===== src/rtl/sd_cmd_pkg.sv =====
package sd_cmd_pkg;

  localparam int        CRC_W    = 7;
  localparam logic [6:0] CRC_POLY = 7'h09;  // x^7 + x^3 + 1

  typedef enum logic [1:0] {TX_IDLE, TX_SEND, TX_PBIT, TX_REL} tx_state_t;
  typedef enum logic [1:0] {RX_IDLE, RX_WAIT, RX_RECV, RX_CHECK} rx_state_t;

  // one serial step of the CRC7 register
  function automatic logic [6:0] crc7_step(input logic [6:0] c, input logic d);
    logic fb;
    fb = d ^ c[6];
    return {c[5:0], 1'b0} ^ (fb ? CRC_POLY : 7'h00);
  endfunction

endpackage


===== src/rtl/sd_cmd_tx.sv =====
module sd_cmd_tx
  import sd_cmd_pkg::*;
#(
  parameter int IDX_W = 6,
  parameter int ARG_W = 32
) (
  input  logic             clk,
  input  logic             rst,
  input  logic             launch,
  input  logic [IDX_W-1:0] idx,
  input  logic [ARG_W-1:0] arg,
  output logic             cmd_o,
  output logic             cmd_oe,
  output logic             idle,
  output logic             p_go
);

  localparam int BODY_W  = 2 + IDX_W + ARG_W;    // bits covered by the CRC
  localparam int FRAME_W = BODY_W + CRC_W + 1;
  localparam int POS_W   = $clog2(FRAME_W + 1);
  localparam logic [POS_W-1:0] BODY_END = POS_W'(BODY_W);
  localparam logic [POS_W-1:0] CRC_END  = POS_W'(FRAME_W - 1);

  tx_state_t           state;
  logic [BODY_W-2:0]   sh;       // transmitter bit, index, argument
  logic [CRC_W-1:0]    crc;
  logic [POS_W-1:0]    pos;

  assign idle = (state == TX_IDLE);

  always_ff @(posedge clk) begin
    if (rst) begin
      state  <= TX_IDLE;
      sh     <= '0;
      crc    <= '0;
      pos    <= '0;
      cmd_o  <= 1'b1;
      cmd_oe <= 1'b0;
      p_go   <= 1'b0;
    end else begin
      p_go <= 1'b0;
      case (state)
        TX_IDLE: begin
          if (launch) begin
            cmd_o  <= 1'b0;                 // start bit
            cmd_oe <= 1'b1;
            crc    <= crc7_step(7'd0, 1'b0);
            sh     <= {1'b1, idx, arg};
            pos    <= POS_W'(1);
            state  <= TX_SEND;
          end
        end
        TX_SEND: begin
          if (pos < BODY_END) begin
            cmd_o <= sh[BODY_W-2];
            crc   <= crc7_step(crc, sh[BODY_W-2]);
            sh    <= {sh[BODY_W-3:0], 1'b0};
          end else if (pos < CRC_END) begin
            cmd_o <= crc[CRC_W-1];
            crc   <= {crc[CRC_W-2:0], 1'b0};
          end else begin
            cmd_o <= 1'b1;                  // end bit
            state <= TX_PBIT;
          end
          pos <= pos + POS_W'(1);
        end
        TX_PBIT: begin
          cmd_o  <= 1'b1;                   // actively driven high slot
          cmd_oe <= 1'b1;
          p_go   <= 1'b1;
          state  <= TX_REL;
        end
        default: begin                      // TX_REL: hand the wire to the pull-up
          cmd_oe <= 1'b0;
          state  <= TX_IDLE;
        end
      endcase
    end
  end

endmodule


===== src/rtl/sd_cmd_rx.sv =====
module sd_cmd_rx
  import sd_cmd_pkg::*;
#(
  parameter int RSP_W   = 136,
  parameter int SHORT_W = 48,
  parameter int NID     = 5,
  parameter int NCR_MIN = 2,
  parameter int TIMEOUT = 64
) (
  input  logic             clk,
  input  logic             rst,
  input  logic             arm,
  input  logic             exact,
  input  logic             long_rsp,
  input  logic             clear,
  input  logic             cmd_i,
  output logic             idle,
  output logic             rsp_valid,
  output logic [RSP_W-1:0] rsp_data,
  output logic             err_timing,
  output logic             err_frame,
  output logic             err_crc,
  output logic             err_timeout
);

  localparam int DCNT_W = $clog2(TIMEOUT + 1);
  localparam int RPOS_W = $clog2(RSP_W + 1);
  localparam logic [DCNT_W-1:0] SLOT_NID = DCNT_W'(NID);
  localparam logic [DCNT_W-1:0] SLOT_NCR = DCNT_W'(NCR_MIN);
  localparam logic [DCNT_W-1:0] SLOT_TMO = DCNT_W'(TIMEOUT);
  localparam logic [RPOS_W-1:0] LAST_L   = RPOS_W'(RSP_W - 1);
  localparam logic [RPOS_W-1:0] LAST_S   = RPOS_W'(SHORT_W - 1);
  localparam logic [RPOS_W-1:0] CRC_LO_L = RPOS_W'(8);
  localparam logic [RPOS_W-1:0] CRC_HI_L = RPOS_W'(RSP_W - 8);
  localparam logic [RPOS_W-1:0] CRC_HI_S = RPOS_W'(SHORT_W - 8);

  rx_state_t          state;
  logic [DCNT_W-1:0]  dcnt;
  logic [RPOS_W-1:0]  rpos;
  logic [RSP_W-1:0]   rsh;
  logic [CRC_W-1:0]   crc;
  logic               tim_bad;
  logic               covered;
  logic               t_bit;
  logic [RPOS_W-1:0]  last_pos;

  assign idle = (state == RX_IDLE);

  always_comb begin
    last_pos = long_rsp ? LAST_L : LAST_S;
    covered  = long_rsp ? ((rpos >= CRC_LO_L) && (rpos < CRC_HI_L)) : (rpos < CRC_HI_S);
    t_bit    = long_rsp ? rsh[RSP_W-2] : rsh[SHORT_W-2];
  end

  always_ff @(posedge clk) begin
    if (rst) begin
      state       <= RX_IDLE;
      dcnt        <= '0;
      rpos        <= '0;
      rsh         <= '0;
      crc         <= '0;
      tim_bad     <= 1'b0;
      rsp_valid   <= 1'b0;
      rsp_data    <= '0;
      err_timing  <= 1'b0;
      err_frame   <= 1'b0;
      err_crc     <= 1'b0;
      err_timeout <= 1'b0;
    end else begin
      rsp_valid <= 1'b0;
      if (clear) begin
        err_timing  <= 1'b0;
        err_frame   <= 1'b0;
        err_crc     <= 1'b0;
        err_timeout <= 1'b0;
      end
      case (state)
        RX_IDLE: begin
          if (arm) begin                    // slot 1 is driven by the host
            dcnt  <= DCNT_W'(2);
            state <= RX_WAIT;
          end
        end
        RX_WAIT: begin
          if (!cmd_i) begin
            tim_bad <= exact ? (dcnt != SLOT_NID) : (dcnt < SLOT_NCR);
            rsh     <= '0;
            crc     <= '0;
            rpos    <= RPOS_W'(1);
            state   <= RX_RECV;
          end else if (dcnt == SLOT_TMO) begin
            rsp_valid   <= 1'b1;
            err_timeout <= 1'b1;
            state       <= RX_IDLE;
          end else begin
            dcnt <= dcnt + DCNT_W'(1);
          end
        end
        RX_RECV: begin
          rsh <= {rsh[RSP_W-2:0], cmd_i};
          if (covered) crc <= crc7_step(crc, cmd_i);
          if (rpos == last_pos) state <= RX_CHECK;
          rpos <= rpos + RPOS_W'(1);
        end
        default: begin                      // RX_CHECK
          rsp_valid  <= 1'b1;
          rsp_data   <= rsh;
          err_timing <= tim_bad;
          err_frame  <= t_bit | ~rsh[0];
          err_crc    <= (rsh[7:1] != crc);
          state      <= RX_IDLE;
        end
      endcase
    end
  end

endmodule


===== src/rtl/sd_cmd_engine.sv =====
module sd_cmd_engine #(
  parameter int IDX_W   = 6,
  parameter int ARG_W   = 32,
  parameter int RSP_W   = 136,
  parameter int NID     = 5,
  parameter int NCR_MIN = 2,
  parameter int TIMEOUT = 64
) (
  input  logic             clk,
  input  logic             rst,
  input  logic             req_valid,
  output logic             req_ready,
  input  logic [IDX_W-1:0] req_index,
  input  logic [ARG_W-1:0] req_arg,
  input  logic             req_exact,
  input  logic             req_long,
  output logic             cmd_o,
  output logic             cmd_oe,
  input  logic             cmd_i,
  output logic             rsp_valid,
  output logic [RSP_W-1:0] rsp_data,
  output logic             err_timing,
  output logic             err_frame,
  output logic             err_crc,
  output logic             err_timeout
);

  localparam int SHORT_W = 2 + IDX_W + ARG_W + 8;

  logic tx_idle, rx_idle, p_go, launch;
  logic exact_q, long_q;

  assign req_ready = tx_idle & rx_idle;
  assign launch    = req_valid & req_ready;

  always_ff @(posedge clk) begin
    if (rst) begin
      exact_q <= 1'b0;
      long_q  <= 1'b0;
    end else if (launch) begin
      exact_q <= req_exact;
      long_q  <= req_long;
    end
  end

  sd_cmd_tx #(.IDX_W(IDX_W), .ARG_W(ARG_W)) u_tx (
    .clk    (clk),
    .rst    (rst),
    .launch (launch),
    .idx    (req_index),
    .arg    (req_arg),
    .cmd_o  (cmd_o),
    .cmd_oe (cmd_oe),
    .idle   (tx_idle),
    .p_go   (p_go)
  );

  sd_cmd_rx #(
    .RSP_W(RSP_W), .SHORT_W(SHORT_W), .NID(NID), .NCR_MIN(NCR_MIN), .TIMEOUT(TIMEOUT)
  ) u_rx (
    .clk         (clk),
    .rst         (rst),
    .arm         (p_go),
    .exact       (exact_q),
    .long_rsp    (long_q),
    .clear       (launch),
    .cmd_i       (cmd_i),
    .idle        (rx_idle),
    .rsp_valid   (rsp_valid),
    .rsp_data    (rsp_data),
    .err_timing  (err_timing),
    .err_frame   (err_frame),
    .err_crc     (err_crc),
    .err_timeout (err_timeout)
  );

endmodule


===== config.mk =====
export PLATFORM = sky130hd
export DESIGN_NAME = sd_cmd_engine
export DESIGN_NICKNAME = d
export VERILOG_FILES = /design/src/rtl/sd_cmd_pkg.sv /design/src/rtl/sd_cmd_tx.sv /design/src/rtl/sd_cmd_rx.sv /design/src/rtl/sd_cmd_engine.sv
export SDC_FILE = /design/constraint.sdc
export NUM_CORES = 1
export LEC_CHECK = 0
export CORE_MARGIN = 5
export CORE_UTILIZATION = 40
export CTS_CLUSTER_SIZE = 24
export DETAILED_ROUTE_END_ITERATION = 10
export HOLD_SLACK_MARGIN = 0.06
export PLACE_DENSITY = 0.72
export SLEW_MARGIN = 20
export SYNTH_ARGS = -nofsm -noshare
export SYNTH_HDL_FRONTEND = slang
export SYNTH_SLANG_ARGS = --single-unit

===== constraint.sdc =====
create_clock -name clk -period 1.89 [get_ports clk]
set_clock_uncertainty 0.1 [all_clocks]
set_input_delay 0.4725 -clock clk [delete_from_list [all_inputs] [get_ports clk]]
set_output_delay 0.4725 -clock clk [all_outputs]
set_load 0.01 [all_outputs]

==> impl_metrics.yaml <==
layout:
  fin_util_pct: 52.4
  drive_gt1_share_pct: 8.88
  finalNetCount: 1873
  diodes: 0
  nFillCells: 3199
  area_growth_pct: 28.6
power_and_ir_drop:
  total_power_mw: 19.6
  power_frac_clock_pct: 40.8
  leakage_nw: 6.65
  peakVddDrop_mv: 0.734
  swShare_pct: 26.0
  netSwitchingPower_mw: 5.11
  internal-power_mw: 14.5
  power_frac_seq_pct: 42.6
  combPwrFrac_pct: 16.6
  power_density_nw_per_um2: 1110
critical_path:
  end_kind: "primary output"
  crit_type: "reg -> out"
  worstPathArrival_ns: 1.32
  required_ns: 1.32
  worstPathMaxFanout: 6
  crit_path_start_kind: "register"
clocking:
  htree_num_levels: 2
  clock_sinks: 361
  hold_buffers: 0
  clk_pin_slew_ns: 0.06
  cts_tree: "done"
  cts_root_buffer: "clkbuf_16"
  clk_latency_ns: 0.51
  cts_made_buffers: 39
  clk_path_buf_depth: 3
placement:
  pre_cts_ws_ns: -0.366
  gp_congestion: 0.837
  io_buffers: 187
  dpl.hpwl_um: 21600
timing:
  min_period_ns: 1.90
  fin_tns_setup_ns: -0.00636
  hold_violations: 0
  setup_violations: 1
  hold_ws_ns: 0.152
  layout_setup_ws_ns: -0.00636
  max-slew-margin-rel_pct: 67.0
  fmaxAchievable_mhz: 527
  drv_slew: 0
  rsz0062_at_grt: "yes"
  tightest_slew_ns: 0.495
  fin_crit_sh_pct: 100
routing:
  antenna_left: 0
  drt_iter0_drc: 822
  avgRoutedWirePerCell_um: 15.0
  drc_errors: 0
  vias: 11985
  wirelength_um: 34300
  drt_pass1_iterations: 6
  vias_per_cell: 5.22
die:
  die-area_um2: 38100
  die_x_um: 195
  start_util_pct: 40.7
  pin_count: 188
  core_region_area_um2: 33700
  die_h_um: 195
  row_count: 67
global_route:
  antenna_found_initial: 0
  grt_overflow: 0
  gr-usage-all-layers_pct: 16.6
  grt_pass1_vias: 11125
  grt_pass1_wl_um: 55200
  grt_start_max_net_pins: 102
logic_synthesis:
  ys_seq_elements: 361
  ys.flop_type: "dfxtp_1"
  syn-cell-area_um2: 13700
  synth_edf_count: 0
  yosysSeqAreaShare_pct: 52.6
  syn_avg_cell_area_um2: 8.25
  synthDistinctLibCells: 51
  synth.net_count: 1717
  yosys_warnings: 0
  ys_async_sr_fraction_pct: 0
  syn_inst: 1664
min_path:
  min_path_type: "in -> reg"
outcome:
  status: "finished with violations"
  violations: "negative setup slack"
job:
  max_cap_viol_count: 0
[final cells by class]
class / count / area (µm²) / share of cell area, %
clock inverter: 19 / 294 / 1.66
inverter: 11 / 41.3 / 0.234
tap: 448 / 561 / 3.17
multi-input combinational: 1151 / 5970 / 33.8
sequential: 361 / 7230 / 40.9
timing repair buffer: 256 / 2510 / 14.2
clock buffer: 49 / 1060 / 6.03
[final timing paths]
check / startpoint / end / slack, ns / cells past startpoint
max: u_tx.state[1]$_SDFFE_PP0P_ / req_ready / -0.006 / 4
min: rst / u_tx.sh[34]$_SDFFE_PP0P_ / 0.15 / 2
max reg2reg: u_tx.state[1]$_SDFFE_PP0P_ / u_tx.sh[16]$_SDFFE_PP0P_ / 0.04 / 9
min reg2reg: u_rx.rsp_data[1]$_SDFFE_PP0P_ / u_rx.rsp_data[1]$_SDFFE_PP0P_ / 0.35 / 2
[sequential cells by signal, indices dropped and copies added, names as in the netlist]
register          count
u_rx.rsh            136
u_rx.rsp_data       136
u_tx.sh              39
u_rx.rpos             8
u_rx.crc              7
u_rx.dcnt             7
u_tx.crc              7
u_tx.pos              6
u_rx.state            2
u_tx.state            2
exact_q               1
long_q                1
u_rx.err_crc          1
u_rx.err_frame        1
u_rx.err_timeout      1
u_rx.err_timing       1
u_rx.rsp_valid        1
u_rx.tim_bad          1
u_tx.cmd_o            1
u_tx.cmd_oe           1
u_tx.p_go             1
[cells in the final DEF (no fill, tap or decap), types with 4 or more instances in the layout]
cell type | netlist | layout
nand2_1 | 432 | 431
or3_1 | 5 | 5
inv_1 | 11 | 9
a22oi_1 | 5 | 4
clkdlybuf4s50_1 | 0 | 42
clkbuf_1 | 79 | 6
o21ai_0 | 13 | 13
mux2_2 | 4 | 4
nor2b_1 | 7 | 6
o211ai_1 | 5 | 5
clkinv_2 | 0 | 7
a21oi_1 | 295 | 294
ha_1 | 9 | 7
nand4_1 | 7 | 7
clkbuf_16 | 0 | 43
buf_4 | 0 | 44
dfxtp_1 | 361 | 357
a211oi_1 | 41 | 38
nor3_1 | 8 | 8
nor2_1 | 68 | 66
nand3_1 | 146 | 146
dfxtp_2 | 0 | 4
bufinv_16 | 0 | 7
buf_12 | 0 | 18
xor2_1 | 18 | 18
mux2i_1 | 44 | 44
dlygate4sd2_1 | 0 | 143
[metrics by stage]
stage	cells	cell area [µm²]
2_1_floorplan	1664	13700
3_3_place_gp	2222	16300
3_5_place_dp	2222	16300
4_1_cts	2290	17500
5_1_grt	2295	17700
6_report	2295	17700
[synth_stat cells (2+ instances only)]
cell	instances	area share [%]
buf_2	44	1.6
nor2_1	68	1.9
nand2b_1	3	0.14
and2_1	3	0.14
o211ai_1	5	0.27
buf_1	16	0.44
mux2i_1	44	3.2
nand3_1	146	5.3
nor3_1	8	0.29
dfxtp_1	361	53
xor2_1	18	1.1
nor4_1	2	0.091
a21oi_1	295	11
clkbuf_1	79	2.2
o21ai_0	13	0.47
a22oi_1	5	0.27
a2111oi_4	2	0.40
o2111ai_1	3	0.19
mux2_2	4	0.33
o31ai_1	2	0.11
xnor2_1	3	0.19
nand4_1	7	0.32
a32oi_1	3	0.19
or3_1	5	0.23
a311oi_1	3	0.19
a211oi_1	41	2.2
nor2b_1	7	0.32
nand2_1	432	12
a2111oi_0	2	0.13
ha_1	9	0.82
inv_1	11	0.30
[worst max-delay path, cell delays in order, from the launching register on]
cell     delay (ns)
dfxtp_2        0.33
inv_2          0.06
ha_4           0.17
and2_4         0.14
buf_6          0.11
[cell families after synthesis]
kind of cell / after synthesis / share of synthesized area (%)
DFF: 361 / 52.6
and+or+nand+nor: 689 / 21.1
muxes: 48 / 3.54
buffers and inverters: 152 / 4.62
xor gates and xnor gates: 21 / 1.34
adders and majority gates: 9 / 0.820
AOI/OAI and AO/OA: 384 / 16.0
[metal layers]
metal | part of all wire [%] | wire length (µm) | vias to the layer above | GRT usage, %
li1 | - | - | 5966 | -
met1 | 46 | 15800 | 5664 | 22.9
met2 | 46 | 15900 | 301 | 26.6
met3 | 5.7 | 1970 | 54 | 3.36
met4 | 2.1 | 722 | 0 | 4.40
met5 | 0 | 0 | - | 0
[power groups by stage]
| stage | Sequential [mW] | Combinational (mW) | Clock (mW) |
|---|---|---|---|
| after floorplan | 8.45 | 1.93 | 0 |
| after global placement | 8.49 | 2.79 | 0 |
| after detailed placement | 8.52 | 2.88 | 0 |
| after CTS | 8.36 | 2.93 | 8.21 |
| after global routing | 8.42 | 3.58 | 8.51 |
| final | 8.37 | 3.27 | 8.02 |
[what timing repair did]
action / in CTS / in global routing
endpoints found under the hold margin: 0 / 0
setup buffers: 0 / 1
cloned: 0 / 4
gates resized for setup: 156 / 14
pin swaps: 1 / 3
setup endpoints to repair: 182 / 160
No activity file was read; power rests on OpenSTA's default activity.
